### src/rtl/lcd_tx_pkg.sv
// Shared types of the serial display transmitter.
// Assumes: nothing; the package holds only the sequencer state encoding.
package lcd_tx_pkg;

    typedef enum logic [2:0] {
        ST_IDLE,   // all lines high, waiting for a request
        ST_PRE,    // select low, clock low, data preset high
        ST_LOW,    // bit on data line, clock low
        ST_HIGH,   // clock high, display samples the bit
        ST_WAIT    // burst paused between bytes, clock low
    } tx_state_t;

endpackage

### src/rtl/lcd_tx_divider.sv
// Half-period timer for the serial clock.
// Raises tick in the last cycle of every half-period of HALF_CLKS system clocks.
// Assumes: HALF_CLKS >= 1; restart holds the count at zero so the next phase is full length.
module lcd_tx_divider #(
    parameter int HALF_CLKS = 2
) (
    input  logic clk,
    input  logic rst_n,
    input  logic restart,
    output logic tick
);
    localparam int CW = (HALF_CLKS > 1) ? $clog2(HALF_CLKS) : 1;

    logic [CW-1:0] cnt;

    assign tick = (cnt == CW'(HALF_CLKS - 1));

    // Count system clocks within the current half-period.
    always_ff @(posedge clk) begin
        if (!rst_n || restart) begin
            cnt <= '0;
        end else if (tick) begin
            cnt <= '0;
        end else begin
            cnt <= cnt + 1'b1;
        end
    end

    // the phase counter never passes the half-period length.
    a_r6_cnt_range: assert property (@(posedge clk) disable iff (!rst_n)
        int'(cnt) < HALF_CLKS);

endmodule

### src/rtl/lcd_tx_shifter.sv
// MSB-first byte shifter with bit counter.
// Load takes a new byte and clears the count. Shift moves the next bit to the top.
// Assumes: load and shift are never raised together.
module lcd_tx_shifter #(
    parameter int W = 8
) (
    input  logic         clk,
    input  logic         rst_n,
    input  logic         load,
    input  logic [W-1:0] load_data,
    input  logic         shift,
    output logic         msb,
    output logic         last_bit
);
    localparam int BW = (W > 1) ? $clog2(W) : 1;

    logic [W-1:0]  sreg;
    logic [BW-1:0] bcnt;

    assign msb      = sreg[W-1];
    assign last_bit = (bcnt == BW'(W - 1));

    // Hold the byte being sent and count the bits already clocked out.
    always_ff @(posedge clk) begin
        if (!rst_n) begin
            sreg <= '0;
            bcnt <= '0;
        end else if (load) begin
            sreg <= load_data;
            bcnt <= '0;
        end else if (shift) begin
            sreg <= {sreg[W-2:0], 1'b0};
            bcnt <= last_bit ? '0 : bcnt + 1'b1;
        end
    end

    // a byte is never reloaded while it is still being shifted.
    a_r4_no_load_and_shift: assert property (@(posedge clk) disable iff (!rst_n)
        !(load && shift));

endmodule

### src/rtl/lcd_serial_tx.sv
// Serial display transmitter: sequences chip select, instruction/data select,
// serial clock and serial data for one instruction byte or a data burst.
// Assumes: the host holds in_* stable while in_valid=1 and in_ready=0.
// Output lines are decoded from registered state and stay stable within each phase.
module lcd_serial_tx
    import lcd_tx_pkg::*;
#(
    parameter int HALF_CLKS = 2,
    parameter int BYTE_W    = 8
) (
    input  logic              clk,
    input  logic              rst_n,
    input  logic              in_valid,
    output logic              in_ready,
    input  logic [BYTE_W-1:0] in_data,
    input  logic              in_is_data,
    input  logic              in_last,
    output logic              busy,
    output logic              done,
    output logic              lcd_cs_n,
    output logic              lcd_dc,
    output logic              lcd_sclk,
    output logic              lcd_sdo
);
    tx_state_t state;
    logic      mode_q;
    logic      last_q;
    logic      done_q;
    logic      tick;
    logic      bit_msb;
    logic      bit_last;
    logic      accept;
    logic      shift;

    assign in_ready = (state == ST_IDLE) || (state == ST_WAIT);
    assign accept   = in_valid && in_ready;
    assign shift    = (state == ST_HIGH) && tick;
    assign busy     = (state != ST_IDLE);
    assign done     = done_q;

    lcd_tx_divider #(.HALF_CLKS(HALF_CLKS)) u_div (
        .clk     (clk),
        .rst_n   (rst_n),
        .restart (in_ready),
        .tick    (tick)
    );

    lcd_tx_shifter #(.W(BYTE_W)) u_shift (
        .clk       (clk),
        .rst_n     (rst_n),
        .load      (accept),
        .load_data (in_data),
        .shift     (shift),
        .msb       (bit_msb),
        .last_bit  (bit_last)
    );

    // Step through preset, bit and wait phases; latch the mode and the end of a transfer.
    always_ff @(posedge clk) begin
        if (!rst_n) begin
            state  <= ST_IDLE;
            mode_q <= 1'b1;
            last_q <= 1'b1;
            done_q <= 1'b0;
        end else begin
            done_q <= 1'b0;
            unique case (state)
                ST_IDLE: if (accept) begin
                    mode_q <= in_is_data;
                    last_q <= !in_is_data || in_last;
                    state  <= ST_PRE;
                end
                ST_PRE:  if (tick) state <= ST_LOW;
                ST_LOW:  if (tick) state <= ST_HIGH;
                ST_HIGH: if (tick) begin
                    if (!bit_last) begin
                        state <= ST_LOW;
                    end else if (last_q) begin
                        state  <= ST_IDLE;
                        done_q <= 1'b1;
                    end else begin
                        state <= ST_WAIT;
                    end
                end
                ST_WAIT: if (accept) begin
                    last_q <= in_last;
                    state  <= ST_LOW;
                end
                default: state <= ST_IDLE;
            endcase
        end
    end

    // Decode the four line levels from the current phase.
    always_comb begin
        lcd_cs_n = 1'b0;
        lcd_dc   = mode_q;
        lcd_sclk = 1'b0;
        lcd_sdo  = bit_msb;
        unique case (state)
            ST_IDLE: begin
                lcd_cs_n = 1'b1;
                lcd_dc   = 1'b1;
                lcd_sclk = 1'b1;
                lcd_sdo  = 1'b1;
            end
            ST_PRE:  lcd_sdo  = 1'b1;
            ST_HIGH: lcd_sclk = 1'b1;
            default: ;
        endcase
    end

    // whenever select is released, every other line is at its idle level.
    a_r1_idle_levels: assert property (@(posedge clk) disable iff (!rst_n)
        lcd_cs_n |-> (lcd_dc && lcd_sclk && lcd_sdo && !busy));

    // the instruction/data line does not move during a transfer.
    a_r3_dc_stable: assert property (@(posedge clk) disable iff (!rst_n)
        (!lcd_cs_n && $past(!lcd_cs_n)) |-> $stable(lcd_dc));

    // data is steady at each rising clock edge inside a transfer.
    a_r4_sdo_setup: assert property (@(posedge clk) disable iff (!rst_n)
        ($rose(lcd_sclk) && !lcd_cs_n) |-> $stable(lcd_sdo));

    // data does not change while the clock stays high.
    a_r4_sdo_hold: assert property (@(posedge clk) disable iff (!rst_n)
        (lcd_sclk && $past(lcd_sclk) && !lcd_cs_n) |-> $stable(lcd_sdo));

    // no byte is taken while a bit is on the line with the clock high.
    a_r9_no_ready_in_bit: assert property (@(posedge clk) disable iff (!rst_n)
        (!lcd_cs_n && lcd_sclk) |-> !in_ready);

    // done is one cycle wide and coincides with the idle levels.
    a_r10_done_pulse: assert property (@(posedge clk) disable iff (!rst_n)
        done |=> !done);
    a_r10_done_idle: assert property (@(posedge clk) disable iff (!rst_n)
        done |-> (lcd_cs_n && lcd_sclk && !busy));

endmodule

### config.mk
export PLATFORM = sky130hd
export DESIGN_NAME = lcd_serial_tx
export DESIGN_NICKNAME = d
export VERILOG_FILES = /design/src/rtl/lcd_tx_pkg.sv /design/src/rtl/lcd_tx_divider.sv /design/src/rtl/lcd_tx_shifter.sv /design/src/rtl/lcd_serial_tx.sv
export SDC_FILE = /design/constraint.sdc
export NUM_CORES = 1
export LEC_CHECK = 0
export ABC_AREA = 1
export BUFFER_PORTS_ARGS = -buffer_cell sky130_fd_sc_hd__buf_2
export CORE_MARGIN = 8
export CORE_UTILIZATION = 46
export DETAILED_ROUTE_END_ITERATION = 12
export PLACE_DENSITY = 0.73
export SLEW_MARGIN = 20
export SYNTH_ARGS = -nofsm -noshare
export SYNTH_HDL_FRONTEND = slang
export SYNTH_HIERARCHICAL = 1
export SYNTH_SLANG_ARGS = --single-unit
### constraint.sdc
create_clock -name clk -period 1.3 [get_ports clk]
set_input_delay 0.325 -clock clk [delete_from_list [all_inputs] [get_ports clk]]
set_output_delay 0.325 -clock clk [all_outputs]
set_load 0.05 [all_outputs]
==> results of run 1 <==
[state kept, by name, indices dropped and copies added (netlist names)]
register / count
u_shift/sreg: 8
state: 3
u_shift/bcnt: 3
done: 1
last_q: 1
mode_q: 1
u_div/tick: 1
[metrics by stage]
step / total power, mW / std cells / setup TNS (ps) / cell area, µm²
final: 1.79 / 197 / -1560 / 1410
after detailed placement: 1.22 / 184 / -86.5 / 1150
after global placement: 1.21 / 184 / -0.0155 / 1150
after floorplan: 1.06 / 129 / -1460 / 943
after CTS: 1.62 / 192 / -1040 / 1260
after global routing: 1.88 / 197 / -3020 / 1410
[critical path, delay by kind of cell (launching register included)]
| kind | cells | cell delay [ps] |
|---|---|---|
| buf+inv | 2 | 200 |
| flops | 1 | 380 |
| simple gates | 3 | 330 |
[how the worst max path moves through the flow]
stage               startpoint         endpoint  slack (ps)  cells past startpoint
floorplan             state[1]         lcd_sclk        -410                      5
global placement      state[1]           lcd_dc       -0.02                      5
detailed placement    state[2]  u_shift/sreg[1]         -30                      8
CTS                   state[1]           lcd_dc        -230                      5
global route          state[1]           lcd_dc        -290                      5
finish                state[1]           lcd_dc        -240                      5
[timing repair]
action / CTS / global route
pin swaps: 5 / 17
gates resized for setup: 20 / 26
cloned: 0 / 0
setup endpoints to repair: 14 / 21
hold buffers: 0 / 0
buffers inserted: 4 / 5
[layout by cell type (no fill, tap or decap)]
cell / synthesis / final
sky130_fd_sc_hd__a211oi_1: 1 / 1
sky130_fd_sc_hd__a21oi_1: 3 / 3
sky130_fd_sc_hd__a21oi_2: 1 / 1
sky130_fd_sc_hd__buf_12: 0 / 1
sky130_fd_sc_hd__buf_2: 0 / 14
sky130_fd_sc_hd__buf_4: 1 / 18
sky130_fd_sc_hd__buf_6: 1 / 5
sky130_fd_sc_hd__buf_8: 0 / 3
sky130_fd_sc_hd__clkbuf_1: 0 / 1
sky130_fd_sc_hd__clkbuf_4: 0 / 3
sky130_fd_sc_hd__clkinv_8: 0 / 1
sky130_fd_sc_hd__dfxtp_1: 18 / 15
sky130_fd_sc_hd__dfxtp_4: 0 / 3
sky130_fd_sc_hd__ha_1: 2 / 2
sky130_fd_sc_hd__inv_1: 17 / 13
sky130_fd_sc_hd__inv_2: 2 / 4
sky130_fd_sc_hd__inv_6: 0 / 1
sky130_fd_sc_hd__nand2_1: 36 / 31
sky130_fd_sc_hd__nand2_2: 1 / 3
sky130_fd_sc_hd__nand2_4: 0 / 2
sky130_fd_sc_hd__nand2_8: 0 / 1
sky130_fd_sc_hd__nand3_1: 17 / 8
sky130_fd_sc_hd__nand3_2: 0 / 8
sky130_fd_sc_hd__nand3_4: 0 / 1
sky130_fd_sc_hd__nand4_1: 1 / 1
sky130_fd_sc_hd__nor2_1: 13 / 10
sky130_fd_sc_hd__nor2_2: 4 / 1
sky130_fd_sc_hd__nor2_4: 0 / 6
sky130_fd_sc_hd__o21ai_0: 6 / 1
sky130_fd_sc_hd__o21ai_1: 2 / 4
sky130_fd_sc_hd__o21ai_2: 0 / 3
sky130_fd_sc_hd__o21bai_1: 1 / 1
sky130_fd_sc_hd__or2_1: 1 / 1
sky130_fd_sc_hd__or2_4: 0 / 1
[power by group]
part           total (mW)  switching [mW]  internal [mW]  leakage [nW]
registers           0.641          0.0392          0.602         0.149
clock network       0.295           0.175          0.120        0.0150
logic               0.855           0.485          0.370         0.520
[cells by family (layout without fill, tap and decap cells)]
| group | Yosys count | after routing | share of synthesized area [%] |
|---|---|---|---|
| AOI/OAI and AO/OA | 14 | 14 | 9.03 |
| and+or+nand+nor | 74 | 74 | 36.5 |
| buffers and inverters | 21 | 64 | 10.3 |
| adders and majority gates | 2 | 2 | 2.86 |
| DFF | 18 | 18 | 41.3 |
[cell type report]
cell class / instances / area [µm²] / share of cell area (%)
Sequential cell: 18 / 372 / 26.4
Tap cell: 25 / 31.3 / 2.22
Clock buffer: 4 / 26.3 / 1.87
Inverter: 19 / 88.8 / 6.31
Multi-Input combinational cell: 90 / 563 / 40.0
Timing Repair Buffer: 41 / 327 / 23.2
[per-layer routing]
layer | share of wire (%) | global-route usage [%]
met1 | 39 | 13.5
met2 | 53 | 28.0
met3 | 6.1 | 3.90
met4 | 2.1 | 4.42
met5 | 0 | 0
==> run summary, run 1 <==
Initial drt markers -> 21
Post-synthesis average cell area -> 6.77 µm²
Number of different library cells in the post-synthesis netlist -> 20
Total global-route track usage -> 14.2%
Least-Margin Pin Slew -> 250 ps
Root buffer cell -> sky130_fd_sc_hd__clkbuf_4
Asr flop ratio synth -> 0%
FF-to-FF End -> u_shift/sreg[3]
Post-route antenna net violation count -> 0
DIE HEIGHT -> 59.6 µm
Total via count after detailed routing -> 978
Worst hold-check slack -> 270 ps
Setup repair after global routing missed its margin -> true
IO Count -> 20
DRC violations left -> 0
Sequential share of the synthesized area -> 41.3%
Final setup violation count -> 17
Time the worst path needs with I/O delays and setup -> 1540 ps
Worst min-delay path startpoint -> in_data[0]
Total number of placement rows -> 15
Hold Crit Class -> primary input to register
CTS H-tree lvls -> 1
Max capacitance violation total -> 0
Critical Path Slowest Stage Cell -> sky130_fd_sc_hd__dfxtp_4
Worst setup EP type -> primary output
Max-Slew Margin vs Limit -> 83.4%
Pre-CTS setup slack -> -28.3 ps
Worst path cell trace -> inv_2 > nand2_4 > nor2_4 > or2_4 > buf_8
Cell types occupying the most area after synthesis -> sky130_fd_sc_hd__dfxtp_1 (41%), sky130_fd_sc_hd__nand2_1 (15%), sky130_fd_sc_hd__nand3_1 (9.7%)
Data required time of the critical path -> 980 ps
Number of buffers created by CTS -> 3
Core Box Area -> 1760 µm²
Clock transition at path regs -> 110 ps
Critical Path Fanout Max -> 4
Vias per std cell -> 4.96
Result of the run -> complete, but fails checks
EDFF count, synth -> 0
RR Startpoint -> state[1]
Relative area change from synthesis to final layout -> 61.2%
Iteration count of the initial detailed-routing pass -> 4
Number of antenna violations at the first check in global routing -> 0
Port Buffers -> 19
Final Hold Viols -> 0
Total standard cell area after synthesis -> 873 µm²
TritonCTS clock tree -> yes
Net count after synthesis -> 144
Cell count after synthesis -> 129
Initial standard-cell utilization of the core -> 49.5%
Yosys reg bits -> 18
Critical path class -> register to primary output
Die width -> 59.6 µm
Worst endpoint data arrival time -> 1220 ps
Kind of launch point of the worst setup path -> register
Worst clock skew -> 16.3 ps
Leakage -> 0.684 nW
Proportion of netlist area held by the largest area contributor -> 41.3%
Fill cell instance count of the final layout -> 127
Net total in the final layout -> 188
Hold EP -> u_shift/sreg[0]
Largest area contributor in the synthesized netlist -> sky130_fd_sc_hd__dfxtp_1
Worst-skew pair later-pin latency -> 310 ps
Total grt overflow -> 0
Number of pins with negative max-slew slack in the final report -> 0
Number of global-route vias before repair -> 979
Sum of routed wire length over all layers -> 2560 µm
Cell depth of the worst min-delay path -> 3
Most used flip-flop cell after synthesis -> sky130_fd_sc_hd__dfxtp_1
Routed wire length per instance -> 13.0 µm
Buffers from clock root to sink, at most -> 2
Leading cell types by count after synthesis -> sky130_fd_sc_hd__nand2_1 (36), sky130_fd_sc_hd__dfxtp_1 (18), sky130_fd_sc_hd__inv_1 (17), sky130_fd_sc_hd__nand3_1 (17), sky130_fd_sc_hd__nor2_1 (13)
Dpl hpwl -> 1660 µm
Wire length of the first global-routing pass -> 3890 µm
Slack of the worst reg-to-reg path -> -80 ps
Die outline area -> 3550 µm²
Largest net degree at the start of global routing -> 11
Violations in the final reports -> setup timing
Final period util -> 118%
Final GP Congestion -> 0.861
Number of diodes added for antenna fixing -> 0
Power per Cell Area -> 1270 nW/µm²
Clock sink total -> 18
Count of warnings emitted by yosys -> 6
Highest attainable clock frequency -> 649 MHz
Number of cell instances on the worst register-to-register path -> 10
Longest individual stage delay on the worst path -> 380 ps
Maximum resistive drop on vdd -> 0.000947 V
Post-layout worst setup margin -> -240 ps
Most repeated cell in the gate-level netlist after synthesis -> sky130_fd_sc_hd__nand2_1
Final design utilization -> 79.8%
Share of layout cells above drive strength 1 -> 46.5%
Note: power is estimated with default switching activity, not from simulation.
==> inputs of run 2 (changes only) <==
- ABC_AREA: 1 -> unset
==> run 2 against run 1 <==
The flow still finishes with violations (setup timing). Clock skew fell by 15 ps. Synthesized cell count fell by 33%. Via count fell by 19%. Core utilization fell by 1.5 points. Final area rose by 4.6%. Setup slack got worse by 160 ps. Combinational power fell by 47%. Synthesized area rose by 1.3%. Sequential share of layout area fell by 1.6 points. Critical path depth fell by 2.
==> run summary, run 2 <==
Result of the run -> complete, but fails checks
Violations in the final reports -> setup timing
Sum of routed wire length over all layers -> 2390 µm (-6.5%)
DRC violations left -> 0 (unchanged)
Clock sink total -> 18 (unchanged)
Asr flop ratio synth -> 0% (unchanged)
Initial standard-cell utilization of the core -> 47.0% (-2.5 points)
Number of placed cells counting well taps -> 139 (-24%)
Most repeated cell in the gate-level netlist after synthesis -> sky130_fd_sc_hd__dfxtp_1
CTS H-tree lvls -> 1 (unchanged)
Total via count after detailed routing -> 793 (-19%)
Net count after synthesis -> 102 (-29%)
Sequential share of the synthesized area -> 40.7% (-0.53 points)
Routing usage on met3 -> 3.23% (-0.68 points)
Final setup violation count -> 16 (-1)
Final Hold Viols -> 0 (unchanged)
Worst setup EP type -> primary output
Core Box Area -> 1880 µm² (+6.7%)
Worst endpoint data arrival time -> 1370 ps (+150 ps)
Total standard cell area after synthesis -> 885 µm² (+1.3%)
Total negative slack for setup checks -> -2670 ps (-1110 ps)
Number of flip-flops in the largest register -> 8 (unchanged)
Hold EP -> u_shift/sreg[0]
Met1 Resource Use GR -> 15.3% (+1.7 points)
Data required time of the critical path -> 980 ps (about the same)
Global-route met2 utilization -> 24.6% (-3.4 points)
Total global-route track usage -> 14.0% (-0.24 points)
Number of diodes added for antenna fixing -> 0 (unchanged)
Die outline area -> 3580 µm² (+0.94%)
Leakage -> 0.689 nW (+0.71%)
Non-Filler Instances -> 155 (-21%)
Worst-skew pair later-pin latency -> 290 ps (-20 ps)
Slack of the worst reg-to-reg path -> -150 ps (-70 ps)
Post-layout worst setup margin -> -399 ps (-158 ps)
Time the worst path needs with I/O delays and setup -> 1700 ps (+158 ps)
Cell count after synthesis -> 87 (-33%)
Number of different library cells in the post-synthesis netlist -> 33 (+65%)
Setup repair after global routing missed its margin -> true
FF-to-FF End -> u_shift/sreg[7]
Least-Margin Pin Slew -> 293 ps (+42.0 ps)
Critical Path Fanout Max -> 2 (-2)
Count of warnings emitted by yosys -> 6 (unchanged)
Net total in the final layout -> 144 (-23%)
RR Startpoint -> state[1]
Wire length of the first global-routing pass -> 3830 µm (-1.6%)
Relative area change from synthesis to final layout -> 66.5%
Total number of placement rows -> 16 (+1)
Number of antenna violations at the first check in global routing -> 0 (unchanged)
IO Count -> 20 (unchanged)
Number of pins with negative max-slew slack in the final report -> 0 (unchanged)
Final period util -> 131% (+12 points)
Post-route antenna net violation count -> 0 (unchanged)
Largest reg by FF count -> u_shift/sreg
Vias per std cell -> 5.12 (+3.1%)
Total grt overflow -> 0 (unchanged)
Largest net degree at the start of global routing -> 11 (unchanged)
EDFF count, synth -> 0 (unchanged)
Leading cell types by count after synthesis -> sky130_fd_sc_hd__dfxtp_1 (18), sky130_fd_sc_hd__nand2b_1 (10), sky130_fd_sc_hd__mux2_2 (7), sky130_fd_sc_hd__o211a_1 (7), sky130_fd_sc_hd__nor2_1 (6)
Number of buffers created by CTS -> 3 (unchanged)
Clock transition at path regs -> 100 ps (about the same)
Die width -> 59.9 µm (+0.47%)
TritonCTS clock tree -> yes
Post-CTS Hold Fix Bufs -> 0 (unchanged)
Share of layout cells above drive strength 1 -> 60.2% (+14 points)
Pre-CTS setup slack -> -162 ps (-133 ps)
Worst min-delay path startpoint -> in_data[0]
Power per Cell Area -> 958 nW/µm² (-25%)
Yosys reg bits -> 18 (unchanged)
Worst clock skew -> 1.57 ps (-14.7 ps)
Max capacitance violation total -> 0 (unchanged)
Hold Crit Class -> primary input to register
Most used flip-flop cell after synthesis -> sky130_fd_sc_hd__dfxtp_1
Iteration count of the initial detailed-routing pass -> 4 (unchanged)
Leading cell types in the layout, fill and taps excluded -> sky130_fd_sc_hd__dfxtp_1 (14), sky130_fd_sc_hd__buf_4 (14), sky130_fd_sc_hd__buf_2 (13), sky130_fd_sc_hd__nand2b_1 (9)
Highest attainable clock frequency -> 589 MHz (-9.3%)
DIE HEIGHT -> 59.9 µm (+0.47%)
Final GP Congestion -> 0.817 (-5.0%)
Largest area contributor in the synthesized netlist -> sky130_fd_sc_hd__dfxtp_1
Critical path class -> register to primary output
Post-synthesis average cell area -> 10.2 µm² (+50%)
Max-Slew Margin vs Limit -> 80.4% (-3.0 points)
Maximum resistive drop on vdd -> 0.000802 V (-15%)
Initial drt markers -> 15 (-29%)
Routed wire length per instance -> 15.4 µm (+19%)
Proportion of netlist area held by the largest area contributor -> 40.7% (-0.53 points)
Final design utilization -> 78.3% (-1.5 points)
Top Registers -> u_shift/sreg: 8 flops, state: 3 flops, u_shift/bcnt: 3 flops
Cell types occupying the most area after synthesis -> sky130_fd_sc_hd__dfxtp_1 (41%), sky130_fd_sc_hd__mux2_2 (8.9%), sky130_fd_sc_hd__o211a_1 (7.9%)
Buffers from clock root to sink, at most -> 2 (unchanged)
Number of cell instances on the worst register-to-register path -> 5 (-5)
Root buffer cell -> sky130_fd_sc_hd__clkbuf_4
Kind of launch point of the worst setup path -> register
Placed instance area -> 1130 µm² (-1.6%)
Busiest layer in global routing -> met2
Finished Cell Area -> 1470 µm² (+4.6%)
Dpl hpwl -> 1460 µm (-12%)
Cell depth of the worst min-delay path -> 3 (unchanged)
Port Buffers -> 19 (unchanged)
Number of global-route vias before repair -> 864 (-12%)
run 2: changes by cell type after synthesis, sizes merged, moves of 10 or more:
cell	delta
nand2	-34
inv	-16
nand3	-16
nor2	-11
nand2b	+10
run 2: stage by stage:
| step | power [mW] | hold WS, ps |
|---|---|---|
| floorplan | 0.843 | 414 |
| global placement | 0.924 | 452 |
| detailed placement | 0.934 | 458 |
| CTS | 1.38 | 265 |
| global route | 1.47 | 275 |
| finish | 1.41 | 282 |
run 2: layout make-up:
cell class,instances,area [µm²]
multi-input combinational,60,617
clock buffer,4,36.3
sequential,18,365
timing repair buffer,42,395
fill,126,409
tap,27,33.8
inverter,4,25.0
run 2: power by group:
group	internal, mW	total (mW)	switching [mW]
Clock	0.171	0.345	0.174
Combinational	0.246	0.452	0.206
Sequential	0.589	0.614	0.0250
run 2: cells by family (layout without fill, tap and decap cells):
| group | Yosys count | after routing | share of synthesized area [%] |
|---|---|---|---|
| multiplexers | 9 | 9 | 11.2 |
| AND/OR/NAND/NOR | 29 | 30 | 20.2 |
| AO/OA/AOI/OAI | 18 | 18 | 17.7 |
| XOR/XNOR | 1 | 1 | 0.990 |
| buffers and inverters | 10 | 50 | 6.36 |
| flip-flops | 18 | 18 | 40.7 |
| adder cells (fa/ha/maj) | 2 | 2 | 2.83 |
run 2: critical path, stage by stage, from the launching register on:
cell and delay, ps:
sky130_fd_sc_hd__dfxtp_2 340, sky130_fd_sc_hd__or3_4 390, sky130_fd_sc_hd__or2b_4 220, sky130_fd_sc_hd__buf_8 130
run 2: how the worst max path moves through the flow:
stage,startpoint,endpoint,slack (ps),depth (start not counted)
2_1_floorplan,state[1],lcd_dc,-240,3
3_3_place_gp,state[1],lcd_dc,-140,3
3_5_place_dp,state[1],lcd_dc,-160,3
4_1_cts,state[2],lcd_dc,-400,3
5_1_grt,state[2],lcd_dc,-430,3
6_report,state[2],lcd_dc,-400,3
run 2: timing repair:
action                                  CTS  global route
endpoints found under the setup margin   18            21
pin swaps                                 6            14
resized for setup                        34            16
hold endpoints to repair                  0             0
setup buffers                             8             3
cloned                                    2             0
run 2: routing by layer:
layer	vias to the layer above	share of wire, %
li1	393	-
met1	377	42
met2	21	53
met3	2	4.2
met4	0	0.42
met5	-	0
==> inputs of run 3 (changes only) <==
- SYNTH_HIERARCHICAL: 1 -> unset
==> run 3 against run 2 <==
The run still ends with setup timing left. Non-clock buffer count decreased by 2. Synthesized area increased by 1.4%. Register-to-register slack improved by 60 ps. Sequential share of layout area increased by 1.7 points. Core utilization decreased by 5.4 points.
==> run summary, run 3 <==
Number of flip-flops in the largest register -> 8 (unchanged)
Highest attainable clock frequency -> 605 MHz (+2.7%)
Finished Cell Area -> 1390 µm² (-5.9%)
Number of cell instances on the worst register-to-register path -> 5 (unchanged)
Number of global-route vias before repair -> 870 (+0.69%)
Post-layout worst setup margin -> -354 ps (+45.1 ps)
Iteration count of the initial detailed-routing pass -> 4 (unchanged)
Largest reg by FF count -> u_shift.sreg
Most common library cell in the layout ignoring fill and taps -> sky130_fd_sc_hd__dfxtp_1
Sum of routed wire length over all layers -> 2620 µm (+9.7%)
Root buffer cell -> sky130_fd_sc_hd__clkbuf_4
Yosys reg bits -> 18 (unchanged)
CTS H-tree lvls -> 1 (unchanged)
Share of layout cells above drive strength 1 -> 54.5% (-5.6 points)
Largest net degree at the start of global routing -> 17 (+6)
Total standard cell area after synthesis -> 897 µm² (+1.4%)
Sw frac -> 43.9% (+15 points)
Cell depth of the worst min-delay path -> 3 (unchanged)
Critical Path Slowest Stage Cell -> sky130_fd_sc_hd__or3_4
Buffers from clock root to sink, at most -> 2 (unchanged)
Least-Margin Pin Slew -> 386 ps (+94.0 ps)
Clock sink total -> 18 (unchanged)
Non-Filler Instances -> 159 (+2.6%)
Number of placed cells counting well taps -> 148 (+6.5%)
Cell count after synthesis -> 96 (+10%)
Fill cell instance count of the final layout -> 133 (+5.6%)
Die outline area -> 3620 µm² (+1.0%)
Seq pwr share -> 25.3% (-18 points)
Post-synthesis average cell area -> 9.34 µm² (-8.1%)
Combinational power share -> 63.6% (+32 points)
Worst clock skew -> 1.22 ps (-0.354 ps)
Port Buffers -> 19 (unchanged)
Net Switching -> 1.35 mW (+230%)
Placed instance area -> 1100 µm² (-2.7%)
Final design utilization -> 72.8% (-5.4 points)
Routed wire length per instance -> 16.5 µm (+6.9%)
Initial standard-cell utilization of the core -> 47.2% (+0.16 points)
Worst setup EP type -> primary output
Initial drt markers -> 16 (+1)
Leakage -> 0.634 nW (-8.0%)
Max capacitance violation total -> 0 (unchanged)
Hold Crit Class -> primary input to register
Most repeated cell in the gate-level netlist after synthesis -> sky130_fd_sc_hd__dfxtp_1
Worst path cell trace -> or3_4 > clkinvlp_4 > buf_8
Maximum resistive drop on vdd -> 0.00143 V (+78%)
Kind of launch point of the worst setup path -> register
Longest individual stage delay on the worst path -> 430 ps (+40 ps)
Relative area change from synthesis to final layout -> 54.4%
TritonCTS clock tree -> yes
DRC violations left -> 0 (unchanged)
RR Startpoint -> state[1]
Total number of placement rows -> 16 (unchanged)
Slack of the worst reg-to-reg path -> -90 ps (+60 ps)
Final setup violation count -> 16 (unchanged)
Leading cell types by count after synthesis -> sky130_fd_sc_hd__dfxtp_1 (18), sky130_fd_sc_hd__a21oi_1 (7), sky130_fd_sc_hd__nor2_1 (7)
Clock transition at path regs -> 100 ps (about the same)
Asr flop ratio synth -> 0% (unchanged)
Total global-route track usage -> 13.2% (-0.75 points)
Top Registers -> u_shift.sreg: 8 flops, state: 3 flops, u_shift.bcnt: 3 flops
Post-route antenna net violation count -> 0 (unchanged)
IO Count -> 20 (unchanged)
Time the worst path needs with I/O delays and setup -> 1650 ps (-45.1 ps)
Total negative slack for setup checks -> -2110 ps (+555 ps)
Worst endpoint data arrival time -> 1330 ps (-40 ps)
Violations in the final reports -> setup timing
Critical path class -> register to primary output
Proportion of netlist area held by the largest area contributor -> 40.2% (-0.57 points)
Cell types occupying the most area after synthesis -> sky130_fd_sc_hd__dfxtp_1 (40%), sky130_fd_sc_hd__mux2i_1 (4.5%), sky130_fd_sc_hd__a21oi_1 (3.9%)
Result of the run -> complete, but fails checks
Share of total power in the clock network -> 11.1% (-13 points)
Number of buffers created by CTS -> 3 (unchanged)
Largest area contributor in the synthesized netlist -> sky130_fd_sc_hd__dfxtp_1
Final GP Congestion -> 0.833 (+1.9%)
Number of pins with negative max-slew slack in the final report -> 0 (unchanged)
Critical Path Fanout Max -> 4 (+2)
Core Box Area -> 1900 µm² (+1.1%)
Sequential share of the synthesized area -> 40.2% (-0.57 points)
EDFF count, synth -> 0 (unchanged)
FF-to-FF End -> u_shift.sreg[4]
Wire length of the first global-routing pass -> 3660 µm (-4.5%)
Number of diodes added for antenna fixing -> 0 (unchanged)
Worst-skew pair later-pin latency -> 290 ps (about the same)
Worst hold-check slack -> 297 ps (+14.8 ps)
Total via count after detailed routing -> 860 (+8.4%)
Total grt overflow -> 0 (unchanged)
Count of warnings emitted by yosys -> 0 (-6)
Final period util -> 127% (-3.5 points)
Setup repair after global routing missed its margin -> true
Number of antenna violations at the first check in global routing -> 0 (unchanged)
Max-Slew Margin vs Limit -> 74.2% (-6.1 points)
Net total in the final layout -> 148 (+2.8%)
Most used flip-flop cell after synthesis -> sky130_fd_sc_hd__dfxtp_1
Worst min-delay path startpoint -> in_data[5]
DIE HEIGHT -> 60.2 µm (+0.52%)
Worst setup startpoint -> state[2]
Number of different library cells in the post-synthesis netlist -> 35 (+6.1%)
Die width -> 60.2 µm (+0.52%)
Hold EP -> u_shift.sreg[5]
Vias per std cell -> 5.41 (+5.7%)
Power per Cell Area -> 2220 nW/µm² (+130%)
Leading cell types in the layout, fill and taps excluded -> sky130_fd_sc_hd__dfxtp_1 (15), sky130_fd_sc_hd__buf_2 (13), sky130_fd_sc_hd__buf_4 (13), sky130_fd_sc_hd__buf_8 (6), sky130_fd_sc_hd__buf_6 (6)
Data required time of the critical path -> 980 ps (about the same)
Dpl hpwl -> 1490 µm (+1.8%)
Internal Dissipation -> 1.73 mW (+72%)
Net count after synthesis -> 111 (+8.8%)
Final Hold Viols -> 0 (unchanged)
==> run 3: worst max-delay path by stage <==
stage / to / slack, ps / cells past startpoint
finish: lcd_cs_n / -350 / 3
global route: lcd_cs_n / -390 / 3
CTS: lcd_cs_n / -310 / 3
detailed placement: lcd_cs_n / -80 / 3
global placement: lcd_cs_n / -60 / 3
floorplan: lcd_cs_n / -210 / 3
==> run 3: final cells by class <==
class | count | area [µm²] | area share [%]
Clock buffer | 4 | 36.3 | 2.62
Inverter | 5 | 22.5 | 1.63
Timing Repair Buffer | 40 | 353 | 25.5
Multi-Input combinational cell | 65 | 573 | 41.4
Tap cell | 27 | 33.8 | 2.44
Sequential cell | 18 | 367 | 26.5
==> run 3: power groups by stage <==
| stage | logic, mW | registers (mW) | clock network (mW) |
|---|---|---|---|
| floorplan | 1.09 | 0.737 | 0 |
| global placement | 1.34 | 0.753 | 0 |
| detailed placement | 1.37 | 0.763 | 0 |
| CTS | 1.67 | 0.763 | 0.349 |
| global route | 2.07 | 0.791 | 0.377 |
| finish | 1.96 | 0.779 | 0.343 |
==> run 3: per-stage QoR <==
stage                     total power, mW  worst slack [ps]
after floorplan                      1.83              -208
after global placement               2.09             -64.3
after detailed placement             2.13             -81.4
after CTS                            2.78              -315
after global routing                 3.23              -393
final                                3.08              -354
==> run 3: what timing repair did <==
item,in CTS,in global routing
pin swaps,1,4
resized for setup,33,20
buffers inserted,0,4
setup endpoints to repair,19,20
hold buffers,0,0
cloned,2,1
==> run 3: cells by family (layout without fill, tap and decap cells) <==
family / count (synthesis) / after routing / synth area share (%)
mux: 4 / 4 / 4.46
simple gates: 30 / 30 / 21.5
buf+inv: 13 / 49 / 8.51
fa+ha+maj: 2 / 2 / 2.79
xor+xnor: 1 / 1 / 0.976
flops: 18 / 18 / 40.2
compound gates: 28 / 28 / 21.6
==> run 3: worst max-delay path: cells and delay by family (launching register included) <==
family / cells / cell delay, ps
buf+inv: 2 / 270
flops: 1 / 340
simple gates: 1 / 430
==> run 3: per-layer routing <==
| layer | global-route usage [%] | share of wire [%] | up-vias |
|---|---|---|---|
| met5 | 0 | 0 | - |
| li1 | - | - | 419 |
| met1 | 14.8 | 42 | 417 |
| met4 | 4.42 | 2.0 | 0 |
| met2 | 23.6 | 53 | 18 |
| met3 | 3.01 | 2.9 | 6 |
